--- src/rtl/fsc_pkg.sv ---
package fsc_pkg;

    // Synchronized control inputs, carried as one packed word
    typedef struct packed {
        logic strobe;
        logic gate;
        logic toggle;
        logic dschg;
    } ctl_t;

    localparam int CTL_W = $bits(ctl_t);

    typedef struct packed {
        logic odd;
        logic even;
    } pair_t;

    localparam pair_t PAIR_PWRUP = '{odd: 1'b0, even: 1'b1};
    localparam pair_t PAIR_DEAD  = '{odd: 1'b0, even: 1'b0};

    typedef enum logic {
        MODE_NORMAL   = 1'b0,
        MODE_ABNORMAL = 1'b1
    } mode_e;

    function automatic pair_t invert_pair(input pair_t p);
        pair_t r;
        r.odd  = ~p.odd;
        r.even = ~p.even;
        return r;
    endfunction

    function automatic mode_e mode_decide(input mode_e cur, input logic frame_edge,
                                          input logic toggle_lvl);
        mode_e r;
        r = cur;
        if (frame_edge) begin
            r = toggle_lvl ? MODE_ABNORMAL : MODE_NORMAL;
        end
        return r;
    endfunction

endpackage

--- src/rtl/fsc_sync.sv ---
module fsc_sync #(
    parameter int W      = 4,
    parameter int STAGES = 2
) (
    input  logic         clk,
    input  logic         rst,
    input  logic [W-1:0] d_i,
    output logic [W-1:0] q_o
);
    logic [W-1:0] stg [STAGES];

    genvar i;
    generate
        for (i = 0; i < STAGES; i++) begin : g_stage
            if (i == 0) begin : g_first
                always_ff @(posedge clk) begin
                    if (rst) stg[i] <= '0;
                    else     stg[i] <= d_i;
                end
            end else begin : g_next
                always_ff @(posedge clk) begin
                    if (rst) stg[i] <= '0;
                    else     stg[i] <= stg[i-1];
                end
            end
        end
    endgenerate

    assign q_o = stg[STAGES-1];
endmodule

--- src/rtl/fsc_edge.sv ---
module fsc_edge #(
    parameter int W = 2
) (
    input  logic         clk,
    input  logic         rst,
    input  logic [W-1:0] lvl_i,
    output logic [W-1:0] rise_o,
    output logic [W-1:0] fall_o
);
    logic [W-1:0] prev_q;

    always_ff @(posedge clk) begin
        if (rst) prev_q <= '0;
        else     prev_q <= lvl_i;
    end

    genvar i;
    generate
        for (i = 0; i < W; i++) begin : g_bit
            assign rise_o[i] = lvl_i[i] & ~prev_q[i];
            assign fall_o[i] = ~lvl_i[i] & prev_q[i];
        end
    endgenerate
endmodule

--- src/rtl/fsc_mode.sv ---
module fsc_mode
    import fsc_pkg::*;
(
    input  logic clk,
    input  logic rst,
    input  logic frame_rise_i,
    input  logic toggle_lvl_i,
    input  logic dschg_lvl_i,
    output logic abn_eff_o
);
    mode_e mode_q;
    mode_e mode_d;

    always_comb begin
        mode_d    = mode_decide(mode_q, frame_rise_i, toggle_lvl_i);
        abn_eff_o = (mode_d == MODE_ABNORMAL) | dschg_lvl_i;
    end

    always_ff @(posedge clk) begin
        if (rst) mode_q <= MODE_NORMAL;
        else     mode_q <= mode_d;
    end

    // Mode moves only on frame-strobe rising edges
    AST_MODE_HOLD: assert property (@(posedge clk) disable iff (rst)
        !frame_rise_i |=> $stable(mode_q)) else $error("mode changed off frame edge");
    AST_MODE_ENTRY: assert property (@(posedge clk) disable iff (rst)
        frame_rise_i && toggle_lvl_i |=> mode_q == MODE_ABNORMAL) else $error("no abnormal entry");
    AST_MODE_EXIT: assert property (@(posedge clk) disable iff (rst)
        frame_rise_i && !toggle_lvl_i |=> mode_q == MODE_NORMAL) else $error("no abnormal exit");
endmodule

--- src/rtl/fsc_pair.sv ---
module fsc_pair
    import fsc_pkg::*;
(
    input  logic  clk,
    input  logic  rst,
    input  logic  abn_eff_i,
    input  logic  tog_rise_i,
    input  logic  tog_fall_i,
    output pair_t pair_o
);
    pair_t pair_q;
    pair_t saved_q;
    logic  dead_q;

    always_ff @(posedge clk) begin
        if (rst || abn_eff_i) begin
            pair_q  <= PAIR_PWRUP;
            saved_q <= PAIR_PWRUP;
            dead_q  <= 1'b0;
        end else if (tog_rise_i) begin
            saved_q <= pair_q;
            pair_q  <= PAIR_DEAD;
            dead_q  <= 1'b1;
        end else if (tog_fall_i && dead_q) begin
            pair_q  <= invert_pair(saved_q);
            dead_q  <= 1'b0;
        end
    end

    assign pair_o = pair_q;

    AST_DEAD_BOTH_LOW: assert property (@(posedge clk) disable iff (rst)
        tog_rise_i && !abn_eff_i |=> pair_q == PAIR_DEAD) else $error("dead time missing");
    AST_PAIR_NOT_BOTH_HIGH: assert property (@(posedge clk) disable iff (rst)
        !(pair_q.odd && pair_q.even)) else $error("odd and even both high");
endmodule

--- src/rtl/frame_start_ctrl.sv ---
module frame_start_ctrl
    import fsc_pkg::*;
#(
    parameter int SYNC_STAGES = 2
) (
    input  logic clk,
    input  logic rst,
    input  logic frame_strobe_i,
    input  logic gate_lvl_i,
    input  logic toggle_i,
    input  logic dschg_req_i,
    output logic vstart_o,
    output logic row_reset_o,
    output logic odd_o,
    output logic even_o,
    output logic abnormal_o
);
    localparam int EDGE_W = 2;
    localparam int E_TOG  = 0;
    localparam int E_STR  = 1;

    ctl_t              ctl_raw;
    ctl_t              ctl_s;
    logic [CTL_W-1:0]  ctl_vec;
    logic [EDGE_W-1:0] rise;
    logic [EDGE_W-1:0] fall;
    logic              abn_eff;
    pair_t             pair;

    assign ctl_raw = '{strobe: frame_strobe_i, gate: gate_lvl_i,
                       toggle: toggle_i, dschg: dschg_req_i};

    fsc_sync #(.W(CTL_W), .STAGES(SYNC_STAGES)) u_sync (
        .clk (clk),
        .rst (rst),
        .d_i (ctl_raw),
        .q_o (ctl_vec)
    );
    assign ctl_s = ctl_t'(ctl_vec);

    fsc_edge #(.W(EDGE_W)) u_edge (
        .clk    (clk),
        .rst    (rst),
        .lvl_i  ({ctl_s.strobe, ctl_s.toggle}),
        .rise_o (rise),
        .fall_o (fall)
    );

    fsc_mode u_mode (
        .clk          (clk),
        .rst          (rst),
        .frame_rise_i (rise[E_STR]),
        .toggle_lvl_i (ctl_s.toggle),
        .dschg_lvl_i  (ctl_s.dschg),
        .abn_eff_o    (abn_eff)
    );

    fsc_pair u_pair (
        .clk        (clk),
        .rst        (rst),
        .abn_eff_i  (abn_eff),
        .tog_rise_i (rise[E_TOG]),
        .tog_fall_i (fall[E_TOG]),
        .pair_o     (pair)
    );

    always_ff @(posedge clk) begin
        if (rst) begin
            vstart_o    <= 1'b0;
            row_reset_o <= 1'b0;
            abnormal_o  <= 1'b0;
        end else begin
            vstart_o    <= ctl_s.strobe & ~ctl_s.gate & ~abn_eff;
            row_reset_o <= ctl_s.strobe &  ctl_s.gate & ~abn_eff;
            abnormal_o  <= abn_eff;
        end
    end

    assign odd_o  = pair.odd;
    assign even_o = pair.even;

    AST_STROBE_EXCL: assert property (@(posedge clk) disable iff (rst)
        !(vstart_o && row_reset_o)) else $error("both strobe outputs high");
    AST_ABN_QUIET: assert property (@(posedge clk) disable iff (rst)
        abnormal_o |-> !vstart_o && !row_reset_o) else $error("strobe out in abnormal");
    AST_ABN_PAIR: assert property (@(posedge clk) disable iff (rst)
        abnormal_o |-> even_o && !odd_o) else $error("pair not forced");
    AST_STROBE_DROP: assert property (@(posedge clk) disable iff (rst)
        fall[E_STR] |=> !vstart_o && !row_reset_o) else $error("strobe out stuck");
    AST_DSCHG_ABN: assert property (@(posedge clk) disable iff (rst)
        ctl_s.dschg |=> abnormal_o) else $error("discharge not abnormal");
endmodule

--- config.mk ---
export PLATFORM = sky130hd
export DESIGN_NAME = frame_start_ctrl
export DESIGN_NICKNAME = d
export VERILOG_FILES = /design/src/rtl/fsc_pkg.sv /design/src/rtl/fsc_sync.sv /design/src/rtl/fsc_edge.sv /design/src/rtl/fsc_mode.sv /design/src/rtl/fsc_pair.sv /design/src/rtl/frame_start_ctrl.sv
export SDC_FILE = /design/constraint.sdc
export NUM_CORES = 1
export LEC_CHECK = 0
export ABC_AREA = 1
export BUFFER_PORTS_ARGS = -buffer_cell sky130_fd_sc_hd__buf_2
export CORE_MARGIN = 2
export CORE_UTILIZATION = 40
export DETAILED_ROUTE_END_ITERATION = 10
export PLACE_DENSITY_LB_ADDON = 0.12
export SLEW_MARGIN = 20
export SYNTH_ARGS = -nofsm -noshare
export SYNTH_HDL_FRONTEND = slang
export SYNTH_SLANG_ARGS = --single-unit
--- constraint.sdc ---
create_clock -name clk -period 1.8 [get_ports clk]
set_input_delay 0 -clock clk [delete_from_list [all_inputs] [get_ports clk]]
set_output_delay 0 -clock clk [all_outputs]
set_load 0.03 [all_outputs]
==> flow_metrics.tcl, run 1 <==
set metrics [dict create \
    status "finished clean" \
    top_layer "met4" \
    preCtsSetupSlack_ns 0.834 \
    wl_met3_um 31 \
    hold_depth 2 \
    tns_ns 0 \
    finalMaxSlewViolations 0 \
    syn_to_final_growth_pct 20.9 \
    grt_use_total_pct 11.2 \
    cts_buffers 3 \
    r2r_cells 5 \
    r2r_end "u_pair.pair_o[0]" \
    overflow 0 \
    finalHoldViolCount 0 \
    gp_congestion 0.805 \
    startpoint_type "flop" \
    start_util_pct 42.3 \
    insertion_delay_ns 0.29 \
    drc 0 \
    cp_cell_sequence "nand2_1 -> nand2_1 -> nand3_1 -> nor2_1 -> nand2_1" \
    wl_met1_um 455 \
    crit_top_cell "nand2_1" \
    synth-edff-count 0 \
    synthFlopType "dfxtp_1" \
    cp-startpoint "u_sync.stg[1][3]" \
    drt-pass1-iter-count 1 \
    routed_wl_um 913 \
    cp_max_fo 4 \
    dp.cells 105 \
    final_cells 113 \
    max_slew_margin_pct 85.5 \
    numPortBuffers 10 \
    fin_skew_ns 0.00257 \
    async_flop_share_pct 0 \
    fin_crit_ns 0.965 \
    setup_viol 0 \
    syn-num-nets 86 \
    synthCells 80 \
    ant_nets 0 \
    synth_seq_cells 19 \
    post_cts_buffers 0 \
    max-cap-violations 0 \
    ys_seq_area_share_pct 60.4 \
    grt_pass1_wl_um 1520 \
    nFillCells 150 \
    vias 481 \
    grt_setup_unrepaired "no" \
    tightestPinTransition_ns 0.217 \
    setup_ws_ns 0.835 \
    grt_pass1_vias 415 \
    crit_buf_inv 0 \
    cp.depth 5 \
    diodes 0 \
    critPathTopFamily "simple AND/OR/NAND/NOR gates" \
    synth_area_leaders "dfxtp_1 (60%), inv_1 (11%), nor2_1 (10%), nand2_1 (7.2%), nand3_1 (3.2%)" \
    cp.required_ns 1.98 \
    cpPeakStageDelay_ns 0.37 \
    worstPathArrival_ns 1.15 \
    synth_top_cell_by_area "dfxtp_1" \
    path_clk_slew_ns 0.10 \
    leakage_nw 0.369 \
    cts_resized 0 \
    synthDistinctLibCells 9 \
    hold_path_class "in2reg" \
    viasPerCell 4.26 \
    fin_nets 104 \
    die_y_um 43.7 \
    rr_startpoint "u_sync.stg[1][3]" \
    dieArea_sq_mm 0.00191 \
    antenna_found_initial 0 \
    hold_buffers 4 \
    drt_iter0_markers 0 \
    hold_start "rst" \
    whs_endpoint "u_sync.stg[1][0]" \
    dp_hpwl_um 642 \
    cts_max_level 1 \
    cts_root_buffer "clkbuf_4" \
    rrSetupSlack_ns 0.83 \
    yosys.area.top_type_share_pct 60.4 \
    detail_route.wl_per_cell_um 8.08 \
    rows 14 \
    numClockSinks 19 \
    syn_area_sq_um 629 \
    ios 11 \
    critPathKind "reg2reg" \
    die_w_um 43.7 \
    syn_avg_cell_area_sq_um 7.87 \
    ir_drop_uv 510 \
    fin_crit_sh_pct 53.6 \
    fmax_mhz 1040 \
    synth_common_cells "dfxtp_1 (19), inv_1 (19), nor2_1 (17)" \
    worstSetupEndpointType "flop" \
    drive_gt1_share_pct 13.4 \
    clk_path_buf_depth 2 \
    power_density_mw_per_mm2 911 \
    grt_max_degree 14 \
    ys_warn_count 0 \
    crit_slowest_cell "dfxtp_1" \
    cts_tree "done" \
    wl_met2_um 399 \
    core_area_sq_mm 0.00149 \
]
[routing by layer]
layer	vias to the layer above	global-route usage, %
met2	8	17.4
met1	197	12.3
met3	4	2.50
met5	-	0
li1	272	-
met4	0	10.9
[sequential cells by signal, indices dropped and copies added (netlist names)]
name            cells
u_mode.mode_q       1
row_reset_o         1
u_pair.saved_q      2
u_pair.dead_q       1
u_sync.stg          8
u_edge.prev_q       2
vstart_o            1
abnormal_o          1
u_pair.pair_o       2
[where the power goes]
group	total, mW	switching (mW)	internal, mW
combinational	0.0477	0.0274	0.0203
clock	0.206	0.120	0.0861
sequential	0.440	0.00565	0.434
total	0.693	0.153	0.540
[layout by cell type, fill, tap and decap left out]
cell           instances
buf_2                 10
clkbuf_1               1
nand2_1               12
nand4_1                3
dfxtp_1               19
inv_1                 19
o21ai_0                3
dlygate4sd3_1          4
a21oi_1                2
nand3_1                4
nor2_1                17
clkbuf_4               3
[per-stage QoR]
step	hold WS, ns	util [%]	total power [mW]	instance area [sq um]
CTS	0.0256	51.1	0.705	761
floorplan	0.0940	-	0.478	629
global route	0.0246	51.1	0.731	761
global placement	0.202	46.6	0.491	694
finish	0.0254	51.1	0.693	761
detailed placement	0.207	46.6	0.491	694
[logic make-up (layout without fill, tap and decap cells)]
logic type	count (synthesis)	count (layout)	share of synthesized area, %
compound gates	5	5	3.98
flops	19	19	60.4
simple gates	36	36	23.5
buf+inv	20	37	12.1
[area by class of cell]
| type | count | area (sq um) | area share (%) |
|---|---|---|---|
| multi-input cells | 41 | 173 | 22.7 |
| well taps | 16 | 20.0 | 2.63 |
| flip-flops and latches | 19 | 380 | 50.0 |
| repair buffers | 14 | 90.1 | 11.8 |
| clock buffers | 4 | 26.3 | 3.45 |
| inverters | 19 | 71.3 | 9.37 |
[how the worst max path moves through the flow]
| stage | to | slack [ns] |
|---|---|---|
| finish | u_pair.pair_o[0] | 0.83 |
| global route | u_pair.pair_o[0] | 0.68 |
| global placement | u_pair.pair_o[0] | 0.83 |
| CTS | u_pair.pair_o[0] | 0.82 |
| detailed placement | u_pair.pair_o[0] | 0.83 |
| floorplan | u_pair.saved_q[1] | 0.89 |
Note: power is estimated with default switching activity, not from simulation.
==> run 2, diff against run 1 <==
==> constraint.sdc (replaced) <==
create_clock -name clk -period 0.8 [get_ports clk]
set_input_delay 0 -clock clk [delete_from_list [all_inputs] [get_ports clk]]
set_output_delay 0 -clock clk [all_outputs]
set_load 0.03 [all_outputs]
==> flow_metrics.tcl, run 2 (synthesized netlist as in run 1, its figures left out) <==
set metrics [dict create \
    largest_register_ffs 8 \
    finalHoldViolCount 0 \
    ir_drop_uv 903 \
    insertion_delay_ns 0.29 \
    cp_max_fo 3 \
    fin_skew_ns 0.0108 \
    cts_buffers 3 \
    hold_path_class "in2reg" \
    ant_nets 0 \
    crit_slowest_cell "dfxtp_2" \
    fin_crit_sh_pct 108 \
    syn_to_final_growth_pct 43.1 \
    grt_setup_unrepaired "yes" \
    violations "setup timing" \
    dpl_cell_area_sq_um 726 \
    diodes 0 \
    antenna_found_initial 0 \
    critPathKind "reg2reg" \
    grt_max_degree 12 \
    finalMaxSlewViolations 0 \
    vias 502 \
    cp.required_ns 1.03 \
    viasPerCell 4.29 \
    tns_ns -0.301 \
    grt_pass1_vias 465 \
    cts_root_buffer "clkbuf_4" \
    max-cap-violations 0 \
    power_density_mw_per_mm2 1790 \
    drt-pass1-iter-count 1 \
    cpPeakStageDelay_ns 0.33 \
    drt_iter0_markers 0 \
    grt_use_total_pct 13.2 \
    overflow 0 \
    startpoint_type "flop" \
    fin_crit_ns 0.864 \
    worstPathArrival_ns 1.09 \
    start_util_pct 42.3 \
    cp_cell_sequence "inv_2 -> nand2_2 -> nand2_4 -> nand4_1 -> nor2_1" \
    regMostFlops "u_sync.stg" \
    final_util_pct 60.5 \
    routed_wl_um 1030 \
    ios 11 \
    path_clk_slew_ns 0.11 \
    die_y_um 43.7 \
    drive_gt1_share_pct 37.6 \
    status "finished with violations" \
    leakage_nw 0.420 \
    fin_nets 108 \
    grt_pass1_wl_um 1820 \
    detail_route.wl_per_cell_um 8.83 \
    setup_ws_ns -0.0641 \
    post_cts_buffers 0 \
    dp_hpwl_um 713 \
    numClockSinks 19 \
    gp_congestion 0.780 \
    r2r_cells 5 \
    final_cells 117 \
    numPortBuffers 10 \
    core_area_sq_mm 0.00149 \
    layout_commonest_cell "inv_1" \
    layout_common_cells "inv_1 (16), nor2_1 (13), dfxtp_1 (11)" \
    drc 0 \
    hold_depth 3 \
    cts_max_level 1 \
    max_slew_margin_pct 87.0 \
    tightestPinTransition_ns 0.194 \
    finalPower_mw 1.62 \
    setup_viol 6 \
    die_w_um 43.7 \
    dp.cells 107 \
    clk_path_buf_depth 2 \
    fmax_mhz 1160 \
    rows 14 \
    worstSetupEndpointType "flop" \
    dieArea_sq_mm 0.00191 \
    fin_area_sq_um 901 \
    cts_tree "done" \
]
run 2: changes by cell type in the layout (fill, tap and decap cells not counted), sizes merged:
cell / previous run / this run
buf: 10 / 12
clkbuf: 4 / 3
clkinv: 0 / 1
dlygate4sd3: 4 / 5
dlymetal6s4s: 0 / 1
run 2: per-layer routing:
metal	part of all wire [%]	vias up	track usage [%]
li1	-	281	-
met1	47	212	13.9
met2	48	7	23.2
met3	2.9	2	2.50
met4	1.7	0	9.09
met5	0	-	0
run 2: path summary, 6_finish.rpt:
kind | from | slack [ns] | endpoint
worst max-delay path | u_edge.prev_q[1] | -0.06 | u_pair.saved_q[1]
worst min-delay path | rst | 0.05 | u_sync.stg[1][3]
worst min register to register | u_sync.stg[0][0] | 0.40 | u_sync.stg[1][0]
worst max register to register | u_edge.prev_q[1] | -0.06 | u_pair.saved_q[1]
run 2: timing repair:
item	in CTS	in global routing
pin swaps	3	4
resized for setup	16	16
hold buffers	6	0
endpoints found under the setup margin	12	12
endpoints found under the hold margin	8	0
run 2: layout make-up:
cell class	instances	area [sq um]
Tap cell	16	20.0
Inverter	19	73.8
Clock buffer	3	22.5
Fill cell	137	588
Multi-Input combinational cell	41	231
Sequential cell	19	393
Clock inverter	1	5.00
Timing Repair Buffer	18	155
run 2: critical path, delay by kind of cell (launching register included):
kind	cells	cell delay, ns
flops	1	0.33
simple gates	4	0.41
buf+inv	1	0.06
run 2: where the power goes:
group | internal, mW | leakage, nW | total [mW] | switching, mW
combinational | 0.0744 | 0.244 | 0.149 | 0.0746
clock | 0.186 | 0.0177 | 0.472 | 0.286
sequential | 0.976 | 0.158 | 0.996 | 0.0195
total | 1.24 | 0.420 | 1.62 | 0.381
run 2: per-stage QoR:
| step | hold WS (ns) | setup slack (ns) |
|---|---|---|
| 2_1_floorplan | 0.0854 | -0.0209 |
| 3_3_place_gp | 0.200 | -0.0966 |
| 3_5_place_dp | 0.207 | -0.0969 |
| 4_1_cts | 0.0373 | -0.0920 |
| 5_1_grt | 0.0577 | -0.137 |
| 6_report | 0.0467 | -0.0641 |
